<file path="config.mk">
export PLATFORM = sky130hd
export DESIGN_NAME = frame_merge_top
export DESIGN_NICKNAME = d
export VERILOG_FILES = /design/src/rtl/fm_pkg.sv /design/src/rtl/fm_seg_collect.sv /design/src/rtl/fm_frame_store.sv /design/src/rtl/fm_burst_out.sv /design/src/rtl/frame_merge_top.sv
export SDC_FILE = /design/constraint.sdc
export NUM_CORES = 1
export LEC_CHECK = 0
export BUFFER_PORTS_ARGS = -buffer_cell sky130_fd_sc_hd__buf_2
export CAP_MARGIN = 10
export CORE_MARGIN = 5
export CORE_UTILIZATION = 30
export CTS_CLUSTER_SIZE = 24
export DETAILED_ROUTE_END_ITERATION = 7
export SLEW_MARGIN = 15
export SYNTH_ARGS = -nofsm -noshare
export SYNTH_HDL_FRONTEND = slang
export SYNTH_SLANG_ARGS = --single-unit
</file>
<file path="constraint.sdc">
create_clock -name clk -period 4.3 [get_ports clk]
set_input_delay 0.43 -clock clk [delete_from_list [all_inputs] [get_ports clk]]
set_output_delay 0.43 -clock clk [all_outputs]
set_load 0.005 [all_outputs]
</file>
<file path="src/rtl/fm_pkg.sv">
// Shared types for the dual-stream frame assembler.
package fm_pkg;

    // Source of the byte at a given frame position
    typedef enum logic [1:0] {
        SLOT_HDR  = 2'd0,
        SLOT_SEGA = 2'd1,
        SLOT_SEGB = 2'd2,
        SLOT_FILL = 2'd3
    } slot_e;

endpackage

</file>
<file path="src/rtl/fm_seg_collect.sv">
// Segment collector: counts the accepted bytes of one stream into a segment
// of SEG_LEN bytes and produces the write index for the frame store.
// Assumes: clear is pulsed only when the segment has been handed over.
// Bytes arriving while the segment is full are discarded.
module fm_seg_collect #(
    parameter int DW      = 8,
    parameter int SEG_LEN = 24
) (
    input  logic                       clk,
    input  logic                       rst_n,
    input  logic                       in_valid,
    input  logic [DW-1:0]              in_data,
    input  logic                       clear,
    output logic                       wr_en,
    output logic [$clog2(SEG_LEN)-1:0] wr_idx,
    output logic [DW-1:0]              wr_data,
    output logic                       full
);
    localparam int CNT_W = $clog2(SEG_LEN + 1);
    localparam int IDX_W = $clog2(SEG_LEN);

    logic [CNT_W-1:0] cnt;

    // Accept a byte only while the segment has room
    assign full    = (cnt == CNT_W'(SEG_LEN));
    assign wr_en   = in_valid & ~full;
    assign wr_idx  = IDX_W'(cnt);
    assign wr_data = in_data;

    // Byte counter, restarted when the segment is handed over
    always_ff @(posedge clk) begin
        if (!rst_n)     cnt <= '0;
        else if (clear) cnt <= '0;
        else if (wr_en) cnt <= cnt + 1'b1;
    end


    cnt_bound_chk: assert property (@(posedge clk) disable iff (!rst_n)
        cnt <= CNT_W'(SEG_LEN));


    seg_hold_chk: assert property (@(posedge clk) disable iff (!rst_n)
        full && !clear |=> full);


    seg_step_chk: assert property (@(posedge clk) disable iff (!rst_n)
        wr_en && !clear |=> cnt == $past(cnt) + 1'b1);

endmodule

</file>
<file path="src/rtl/fm_frame_store.sv">
// Frame store: two banks, each holding one payload segment per stream.
// Header and fill bytes are not stored. Writes go to bank wr_bank and reads
// come from bank rd_bank through a combinational port.
// Assumes: the controller never reads and writes the same bank at once.
// The storage has no reset, because no byte is read before it is written.
module fm_frame_store #(
    parameter int DW      = 8,
    parameter int SEG_LEN = 24
) (
    input  logic                       clk,
    input  logic                       wr_bank,
    input  logic                       a_we,
    input  logic [$clog2(SEG_LEN)-1:0] a_idx,
    input  logic [DW-1:0]              a_data,
    input  logic                       b_we,
    input  logic [$clog2(SEG_LEN)-1:0] b_idx,
    input  logic [DW-1:0]              b_data,
    input  logic                       rd_bank,
    input  logic                       rd_seg,
    input  logic [$clog2(SEG_LEN)-1:0] rd_idx,
    output logic [DW-1:0]              rd_data
);
    localparam int NBANK = 2;

    logic [DW-1:0] bank_rd [NBANK];

    for (genvar g = 0; g < NBANK; g++) begin : g_bank
        logic [DW-1:0] seg_a [SEG_LEN];
        logic [DW-1:0] seg_b [SEG_LEN];

        // Store incoming stream bytes into this bank when it is selected
        always_ff @(posedge clk) begin
            if (a_we && (wr_bank == 1'(g))) seg_a[a_idx] <= a_data;
            if (b_we && (wr_bank == 1'(g))) seg_b[b_idx] <= b_data;
        end

        assign bank_rd[g] = rd_seg ? seg_b[rd_idx] : seg_a[rd_idx];
    end

    assign rd_data = bank_rd[rd_bank];

endmodule

</file>
<file path="src/rtl/fm_burst_out.sv">
// Burst sender: on start, latches the header and walks frame positions
// 0..FRAME_LEN-1. It issues one FIFO write per cycle while the FIFO is not
// full. Each position is mapped to header, segment A, segment B or fill.
// Assumes: start is raised only while idle and a frame is ready.
// The segment ranges lie inside the frame and do not overlap the header.
module fm_burst_out
    import fm_pkg::*;
#(
    parameter int          DW        = 8,
    parameter int          FRAME_LEN = 64,
    parameter int          SEG_LEN   = 24,
    parameter int          HDR_LEN   = 4,
    parameter int          SEGA_OFS  = 4,
    parameter int          SEGB_OFS  = 28,
    parameter logic [7:0]  FILL_BYTE = 8'hA5
) (
    input  logic                       clk,
    input  logic                       rst_n,
    input  logic                       start,
    input  logic [HDR_LEN*DW-1:0]      hdr_in,
    input  logic                       fifo_full,
    input  logic [DW-1:0]              rd_data,
    output logic                       busy,
    output logic                       rd_seg,
    output logic [$clog2(SEG_LEN)-1:0] rd_idx,
    output logic                       fifo_wr,
    output logic [DW-1:0]              fifo_data
);
    localparam int POS_W = $clog2(FRAME_LEN);
    localparam int IDX_W = $clog2(SEG_LEN);
    localparam int HDR_W = (HDR_LEN > 1) ? $clog2(HDR_LEN) : 1;
    localparam logic [POS_W-1:0] LAST_POS = POS_W'(FRAME_LEN - 1);

    logic [POS_W-1:0]      pos;
    logic [HDR_LEN*DW-1:0] hdr_q;
    logic [DW-1:0]         hdr_byte [HDR_LEN];
    logic [POS_W-1:0]      seg_ofs;
    slot_e                 slot;

    for (genvar g = 0; g < HDR_LEN; g++) begin : g_hdr
        assign hdr_byte[g] = hdr_q[g*DW +: DW];
    end

    // Classify the current position and derive the segment offset
    always_comb begin
        slot    = SLOT_FILL;
        seg_ofs = '0;
        if (int'(pos) < HDR_LEN) begin
            slot = SLOT_HDR;
        end else if (int'(pos) >= SEGA_OFS && int'(pos) < SEGA_OFS + SEG_LEN) begin
            slot    = SLOT_SEGA;
            seg_ofs = pos - POS_W'(SEGA_OFS);
        end else if (int'(pos) >= SEGB_OFS && int'(pos) < SEGB_OFS + SEG_LEN) begin
            slot    = SLOT_SEGB;
            seg_ofs = pos - POS_W'(SEGB_OFS);
        end
    end

    assign rd_seg = (slot == SLOT_SEGB);
    assign rd_idx = IDX_W'(seg_ofs);

    // Select the outgoing byte by slot
    always_comb begin
        case (slot)
            SLOT_HDR:  fifo_data = hdr_byte[HDR_W'(pos)];
            SLOT_SEGA: fifo_data = rd_data;
            SLOT_SEGB: fifo_data = rd_data;
            default:   fifo_data = FILL_BYTE;
        endcase
    end

    assign fifo_wr = busy & ~fifo_full;

    // Burst state: latch header on start, advance position on each write
    always_ff @(posedge clk) begin
        if (!rst_n) begin
            busy  <= 1'b0;
            pos   <= '0;
            hdr_q <= '0;
        end else if (start && !busy) begin
            busy  <= 1'b1;
            pos   <= '0;
            hdr_q <= hdr_in;
        end else if (fifo_wr) begin
            if (pos == LAST_POS) busy <= 1'b0;
            pos <= pos + 1'b1;
        end
    end


    burst_start_chk: assert property (@(posedge clk) disable iff (!rst_n)
        start && !busy |=> busy && (pos == '0));


    burst_adv_chk: assert property (@(posedge clk) disable iff (!rst_n)
        fifo_wr && (pos != LAST_POS) |=> busy && (pos == $past(pos) + 1'b1));


    stall_hold_chk: assert property (@(posedge clk) disable iff (!rst_n)
        busy && fifo_full |=> busy && $stable(pos));


    hdr_hold_chk: assert property (@(posedge clk) disable iff (!rst_n)
        busy |=> $stable(hdr_q));

endmodule

</file>
<file path="src/rtl/frame_merge_top.sv">
// Dual-stream frame assembler top. Two segment collectors fill the assembly
// bank. When both segments are full and the other bank is free, the banks
// swap and the finished frame becomes ready. A refill request then starts
// a burst of the ready frame into the FIFO.
// Assumes: refill_req is a single-cycle pulse.
// Assumes: fifo_full is valid in the cycle it is sampled.
module frame_merge_top #(
    parameter int          DW        = 8,
    parameter int          FRAME_LEN = 64,
    parameter int          SEG_LEN   = 24,
    parameter int          HDR_LEN   = 4,
    parameter int          SEGA_OFS  = 4,
    parameter int          SEGB_OFS  = 28,
    parameter logic [7:0]  FILL_BYTE = 8'hA5
) (
    input  logic                  clk,
    input  logic                  rst_n,
    input  logic                  a_valid,
    input  logic [DW-1:0]         a_data,
    input  logic                  b_valid,
    input  logic [DW-1:0]         b_data,
    input  logic [HDR_LEN*DW-1:0] hdr_in,
    input  logic                  refill_req,
    input  logic                  fifo_full,
    output logic                  fifo_wr,
    output logic [DW-1:0]         fifo_data,
    output logic                  not_ready
);
    localparam int IDX_W = $clog2(SEG_LEN);

    logic             a_we, b_we, a_full, b_full;
    logic [IDX_W-1:0] a_idx, b_idx, rd_idx;
    logic [DW-1:0]    a_wdata, b_wdata, rd_data;
    logic             wr_sel, ready, busy, rd_seg;
    logic             complete, swap, start, skip;

    assign complete = a_full & b_full;
    assign swap     = complete & ~ready & ~busy;
    assign start    = refill_req & ready & ~busy;
    assign skip     = refill_req & ~ready & ~busy;

    fm_seg_collect #(.DW(DW), .SEG_LEN(SEG_LEN)) u_col_a (
        .clk(clk), .rst_n(rst_n), .in_valid(a_valid), .in_data(a_data),
        .clear(swap), .wr_en(a_we), .wr_idx(a_idx), .wr_data(a_wdata),
        .full(a_full)
    );

    fm_seg_collect #(.DW(DW), .SEG_LEN(SEG_LEN)) u_col_b (
        .clk(clk), .rst_n(rst_n), .in_valid(b_valid), .in_data(b_data),
        .clear(swap), .wr_en(b_we), .wr_idx(b_idx), .wr_data(b_wdata),
        .full(b_full)
    );

    fm_frame_store #(.DW(DW), .SEG_LEN(SEG_LEN)) u_store (
        .clk(clk), .wr_bank(wr_sel),
        .a_we(a_we), .a_idx(a_idx), .a_data(a_wdata),
        .b_we(b_we), .b_idx(b_idx), .b_data(b_wdata),
        .rd_bank(~wr_sel), .rd_seg(rd_seg), .rd_idx(rd_idx),
        .rd_data(rd_data)
    );

    fm_burst_out #(
        .DW(DW), .FRAME_LEN(FRAME_LEN), .SEG_LEN(SEG_LEN), .HDR_LEN(HDR_LEN),
        .SEGA_OFS(SEGA_OFS), .SEGB_OFS(SEGB_OFS), .FILL_BYTE(FILL_BYTE)
    ) u_burst (
        .clk(clk), .rst_n(rst_n), .start(start), .hdr_in(hdr_in),
        .fifo_full(fifo_full), .rd_data(rd_data), .busy(busy),
        .rd_seg(rd_seg), .rd_idx(rd_idx), .fifo_wr(fifo_wr),
        .fifo_data(fifo_data)
    );

    // Bank control: swap on completion, clear ready on burst start
    always_ff @(posedge clk) begin
        if (!rst_n) begin
            wr_sel <= 1'b0;
            ready  <= 1'b0;
        end else if (swap) begin
            wr_sel <= ~wr_sel;
            ready  <= 1'b1;
        end else if (start) begin
            ready  <= 1'b0;
        end
    end

    // Sticky flag for requests that found nothing to send
    always_ff @(posedge clk) begin
        if (!rst_n)    not_ready <= 1'b0;
        else if (skip) not_ready <= 1'b1;
    end


    notready_set_chk: assert property (@(posedge clk) disable iff (!rst_n)
        refill_req && !ready && !busy |=> not_ready);


    notready_sticky_chk: assert property (@(posedge clk) disable iff (!rst_n)
        not_ready |=> not_ready);


    busy_req_chk: assert property (@(posedge clk) disable iff (!rst_n)
        refill_req && busy |=> $stable(not_ready) && busy);


    bank_hold_chk: assert property (@(posedge clk) disable iff (!rst_n)
        (busy || ready) |=> $stable(wr_sel));


    full_gate_chk: assert property (@(posedge clk) disable iff (!rst_n)
        fifo_full |-> !fifo_wr);

endmodule

</file>
==> flow_summary_export.csv, run 1 <==
group,metric,value,unit
clock_network,clkSinkCount,820,
sta,fin_crit,4360,ps
global_routing,grt_max_degree,60,
clock_network,tritoncts,"built",
global_routing,grt_pass1_wl,153000,um
synth,synth_compound_area_share,12.2,%
critical_path,required,3870,ps
worst_hold_path,holdCritPathClass,"in2reg",
synth,synth_xor_area_share,0.356,%
clock_network,clkTransAtPathRegs,60,ps
floorplanning,die_area,0.122,sq mm
critical_path,path_max_fanout,12,
synth,synth_warnings,0,
sta,whs,27.6,ps
sta,setup_ws,-61.0,ps
synth,syn_nets,2477,
synth,syn_inst,2409,
synth,synth-async-reset-ratio,0,%
finish,final_nets,2625,
finish,final_cells,4137,
critical_path,crit_chain,"inv_2, ha_4, and3b_2, nor2_4, buf_12, nor2_1, a311oi_1, o21ai_0, a311o_1, o221ai_1, a41o_1, buf_2",
placed_design,placedCellCount,3932,
power_and_ir_drop,power_leakage,12.4,nW
clock_network,cts_root_buf,"clkbuf_16",
floorplanning,dieHeight,349,um
critical_path,crit_type,"reg2out",
route,wl_per_cell,26.1,um
synth,yosys_most_used_dff,"edfxtp_1",
power_and_ir_drop,fin_total_pwr,15.9,mW
global_routing,grt-ovfl-total,0,
synth,synth-seq-cells,820,
floorplanning,die_x,349,um
synth,syn_area,0.0345,sq mm
route,avgViaCountPerCell,5.49,
synth,ys_seq_area_share,70.0,%
synth,yosysTopAreaCellShare,66.9,%
global_routing,grt_use_total,16.7,%
sta,fin_skew,19.6,ps
synth,synthAdderAreaFrac,0.508,%
synth,synth_mux_area_share,6.40,%
critical_path,slowest_delay,430,ps
sta,max_freq,229,MHz
critical_path,start_kind,"flop",
clock_network,insertion_delay,650,ps
floorplanning,placementRows,124,
synth,syn_area_per_cell,14.3,sq um
placed_design,gp_congestion,0.954,
floorplanning,start_util,30.2,%
synth,ys_types,79,
finish,syn_to_final_growth,17.5,%
placed_design,dp_hpwl,68400,um
route,first_pass_iters,8,
global_routing,antenna_found_initial,2,
clock_network,h-tree-depth,3,
route,dr_total_vias,22719,
sta,hold_viol_final,0,
sta,rsz0062_at_grt,"true",
clock_network,cts_made_buffers,83,
power_and_ir_drop,ir_worst_vdd,296,uV
synth,yosys-top-cells-count,"edfxtp_1, nor2_1, nand2_1",
clock_network,ctsLongestPathBuffers,3,
floorplanning,ioPinCount,64,
synth,synth_edf_count,768,
synth,synth_most_common_cell,"edfxtp_1",
critical_path,crit_slowest_cell,"a311oi_1",
sta,worstMarginPinSlew,1190,ps
sta,fin_crit_sh,101,%
placed_design,portBuffers,63,
floorplanning,core,0.114,sq mm
sta,finalSetupViolations,1,
run_status,status,"complete, but fails checks",
sta,drv_slew,0,
sta,relSlewSlack,20.8,%
synth,synth_area_leaders,"edfxtp_1, mux2i_1, dfxtp_1, nor2_1, nand2_1",
run_status,violations,"negative setup slack",
critical_path,cp.arrival,3930,ps
finish,drive_gt1_share,19.7,%
synth,synth_simple_gate_area_share,7.73,%
route,ant_nets,0,
power_and_ir_drop,powerDensity,393,mW/mm^2
route,drt_iter0_drc,2881,
critical_path,end_kind,"primary output",
route,finalWirelength,108000,um
job,cap_violations,0,
route,drc,0,
synth,yosysTopAreaCell,"edfxtp_1",
synth,synth_top_family_by_area,"compound AO/OA/AOI/OAI gates",
global_routing,grt_pass1_vias,21463,
[worst paths after layout]
path | from | end | slack, ps | depth (start not counted)
max reg2reg | u_col_a.wr_idx[0] | u_store.g_bank[0].seg_a[21][5] | 1090 | 7
max | u_burst.pos[3] | fifo_data[4] | -60 | 12
min | hdr_in[11] | u_burst.hdr_q[11] | 30 | 3
min reg2reg | u_burst.hdr_q[19] | u_burst.hdr_q[19] | 460 | 2
[kinds of logic after synthesis]
family                   count (synthesis)
flip-flops                             820
AO/OA/AOI/OAI                          607
AND/OR/NAND/NOR                        565
buffers and inverters                  206
multiplexers                           183
XOR/XNOR                                14
adder cells (fa/ha/maj)                 14
[registers in the layout (all words and copies together) (netlist names)]
signal,flops
u_col_b.wr_idx,5
u_burst.busy,1
ready,1
wr_sel,1
u_store.g_bank.seg_a,384
u_burst.hdr_q,32
not_ready,1
u_store.g_bank.seg_b,384
u_burst.pos,6
u_col_a.wr_idx,5
[worst max-delay path: cells and delay by family (launching register included)]
family / cells / cell delay [ps]
buffers and inverters: 3 / 470
and+or+nand+nor: 3 / 730
DFF: 1 / 330
AOI/OAI and AO/OA: 5 / 1520
adders and majority gates: 1 / 200
[layout by cell type, fill, tap and decap left out, types with 18 or more instances in the layout]
cell type and count:
or3_1 27, clkbuf_16 90, nor3_1 37, clkinv_1 21, a221oi_1 47, edfxtp_1 768
o22ai_1 29, inv_1 23, o21ai_0 105, buf_2 64, buf_4 130, a21boi_0 39
nor2b_1 18, nand2_1 175, mux2i_1 108, a21oi_1 107, dfxtp_1 46, nor2_1 186
nand3_1 29, a211oi_1 58, mux2_2 48, o221ai_1 37, mux4_2 25
[where the power goes]
group          internal, mW  switching, mW
clock                  3.75           3.10
sequential             8.75         0.0138
combinational        0.0591          0.228
total                  12.6           3.35
[per-stage QoR]
step | setup TNS [ps] | instance area (sq um) | util (%) | worst slack (ps)
after floorplan | 0 | 34500 | - | 21.0
after global placement | -101 | 36900 | 32.3 | -101
after detailed placement | -123 | 36900 | 32.3 | -123
after CTS | -32.5 | 39700 | 34.8 | -32.5
after global routing | -261 | 40500 | 35.5 | -91.3
final | -61.0 | 40500 | 35.5 | -61.0
[metal layers]
| layer | vias up | part of all wire [%] | wire length [um] | track usage, % |
|---|---|---|---|---|
| li1 | 9762 | - | - | - |
| met1 | 11478 | 42 | 45100 | 23.7 |
| met2 | 1279 | 46 | 49600 | 26.3 |
| met3 | 200 | 8.9 | 9640 | 2.74 |
| met4 | 0 | 3.4 | 3640 | 5.28 |
| met5 | - | 0 | 0 | 0 |
[layout make-up]
type	instances	area, sq um
diodes	1	2.50
clock buffers	103	2170
clock inverters	49	363
fillers	10954	73700
inverters	27	108
multi-input cells	1383	9740
flip-flops and latches	820	24100
well taps	1512	1890
repair buffers	242	2100
[timing repair]
action,CTS,global route
pin swaps,11,22
hold buffers,3,0
setup endpoints to repair,8,8
gates resized for setup,37,87
buffers inserted,13,29
endpoints found under the hold margin,3,0
cloned,0,7
(Power assumes the default switching activity.)
==> inputs of run 2 (changes only) <==
==> constraint.sdc (replaced) <==
create_clock -name clk -period 3.53 [get_ports clk]
set_input_delay 0.353 -clock clk [delete_from_list [all_inputs] [get_ports clk]]
set_output_delay 0.353 -clock clk [all_outputs]
set_load 0.005 [all_outputs]
==> flow_summary_export.csv, run 2 (synthesis gave the netlist of run 1 again) <==
group,metric,value,unit
sta,setup_ws,-576,ps
clock_network,clkTransAtPathRegs,60,ps
worst_hold_path,hold_start,"b_valid",
sta,max_freq,244,MHz
sta,drv_slew,0,
sta,fin_crit,4110,ps
critical_path,timing.rr.end,"u_store.g_bank[0].seg_a[20][6]",
critical_path,start_kind,"flop",
run_status,violations,"negative setup slack",
clock_network,clkSinkCount,820,
run_status,status,"complete, but fails checks",
global_routing,grt_use_total,17.3,%
global_routing,grt_max_degree,60,
finish,drive_gt1_share,26.1,%
clock_network,cts_made_buffers,87,
floorplanning,die_x,349,um
floorplanning,ioPinCount,64,
clock_network,cts_root_buf,"clkbuf_16",
route,dr_total_vias,23703,
sta,hold_viol_final,0,
finish,syn_to_final_growth,24.6,%
sta,relSlewSlack,21.1,%
critical_path,rrSetupSlack,790,ps
finish,fin_area,0.0429,sq mm
finish,layout_common_cells,"edfxtp_1, buf_4, nor2_1",
job,cap_violations,0,
route,first_pass_iters,6,
power_and_ir_drop,power_leakage,13.8,nW
route,finalWirelength,110000,um
sta,fin_skew,30.7,ps
placed_design,gp_congestion,1.02,
placed_design,portBuffers,63,
global_routing,grt-ovfl-total,0,
power_and_ir_drop,powerDensity,470,mW/mm^2
finish,final_common_cell,"edfxtp_1",
finish,final_nets,2855,
clock_network,h-tree-depth,3,
finish,fin_util,37.6,%
critical_path,crit_type,"reg2out",
sta,finalSetupViolations,8,
critical_path,end_kind,"primary output",
floorplanning,placementRows,124,
route,avgViaCountPerCell,5.42,
route,drt_iter0_drc,2864,
floorplanning,dieHeight,349,um
placed_design,placed_area,0.0385,sq mm
placed_design,dp_hpwl,70600,um
finish,nFillCells,10737,
global_routing,grt_pass1_wl,158000,um
critical_path,rr_worst_depth,8,
clock_network,tritoncts,"built",
worst_hold_path,hold_path_depth,3,
floorplanning,start_util,30.2,%
critical_path,required,3180,ps
sta,fin_crit_sh,116,%
clock_network,insertion_delay,680,ps
global_routing,antenna_found_initial,4,
critical_path,cp.arrival,3750,ps
sta,rsz0062_at_grt,"true",
sta,worstMarginPinSlew,1180,ps
worst_hold_path,holdCritPathClass,"in2reg",
route,ant_nets,0,
finish,reg_top3,"u_store.g_bank.seg_a (384), u_store.g_bank.seg_b (384), u_burst.hdr_q (32)",
route,drc,0,
clock_network,ctsLongestPathBuffers,3,
critical_path,path_max_fanout,8,
global_routing,grt_pass1_vias,22908,
worst_hold_path,min_to,"u_col_b.wr_idx[1]",
route,wl_per_cell,25.2,um
floorplanning,core,0.114,sq mm
floorplanning,die_area,0.122,sq mm
power_and_ir_drop,ir_worst_vdd,311,uV
critical_path,worstReg2RegStart,"u_col_a.wr_idx[0]",
==> run 2: changes by cell type in the layout (fill, tap and decap cells not counted), sizes merged <==
cell         delta
inv             -5
buf           +200
clkinv          -5
bufbuf          +1
clkbuf         +12
bufinv          +5
clkinvlp        -2
dlygate4sd3    +29
==> run 2: worst max path at each step <==
stage / from / to / slack (ps)
finish: u_burst.pos[2] / fifo_data[2] / -580
global placement: u_burst.pos[2] / fifo_data[5] / -340
floorplan: u_burst.pos[2] / fifo_data[0] / 10
CTS: u_burst.pos[2] / fifo_data[2] / -530
global route: u_burst.pos[2] / fifo_data[2] / -610
detailed placement: u_burst.pos[3] / fifo_data[5] / -390
==> run 2: power breakdown <==
group	total, mW	internal [mW]	switching, mW
Sequential	10.7	10.7	0.0175
Combinational	0.398	0.111	0.287
Clock	9.12	5.25	3.86
==> run 2: what timing repair did <==
item	CTS	global route
buffers inserted	30	23
hold endpoints to repair	32	0
hold buffers	32	0
setup endpoints to repair	8	8
gates resized for setup	106	72
pin swaps	37	46
gates cloned	2	2
==> run 2: through the flow <==
stage | setup slack, ps | power, mW | std cells | TNS [ps] | hold WS [ps]
after floorplan | 11.0 | 11.0 | 2409 | 0 | 440
after global placement | -343 | 11.3 | 4127 | -723 | 448
after detailed placement | -389 | 11.3 | 4127 | -721 | 458
after CTS | -529 | 20.3 | 4349 | -3730 | 3.36
after global routing | -609 | 20.8 | 4372 | -4300 | 50.2
final | -576 | 20.2 | 4372 | -3910 | 39.9
==> run 2: layout make-up <==
| class | count | area [sq um] | area share, % |
|---|---|---|---|
| Antenna cell | 1 | 2.50 | 0.00583 |
| Clock buffer | 119 | 2370 | 5.51 |
| Clock inverter | 42 | 483 | 1.12 |
| Inverter | 27 | 104 | 0.242 |
| Multi-Input combinational cell | 1383 | 9930 | 23.1 |
| Sequential cell | 820 | 24100 | 56.2 |
| Tap cell | 1512 | 1890 | 4.41 |
| Timing Repair Buffer | 468 | 4050 | 9.43 |
==> run 2: worst max-delay path: stages (launching register included) <==
cell and delay (ps):
dfxtp_4 370, inv_4 40, ha_4 170, or3b_4 290, buf_6 130, o211ai_1 180, buf_4 200, buf_4 120
a32oi_1 140, and4_1 230, a211oi_2 70, o31ai_2 340, o311a_1 380, o221ai_4 210, buf_2 210
==> run 2: layer usage <==
layer  wire length (um)  vias to the layer above  GRT usage [%]
met5                 15                        -              0
met4               4270                        4           6.59
met3              11100                      226           4.12
met2              50300                     1334           27.2
met1              44500                    11913           23.4
li1                   -                    10226              -
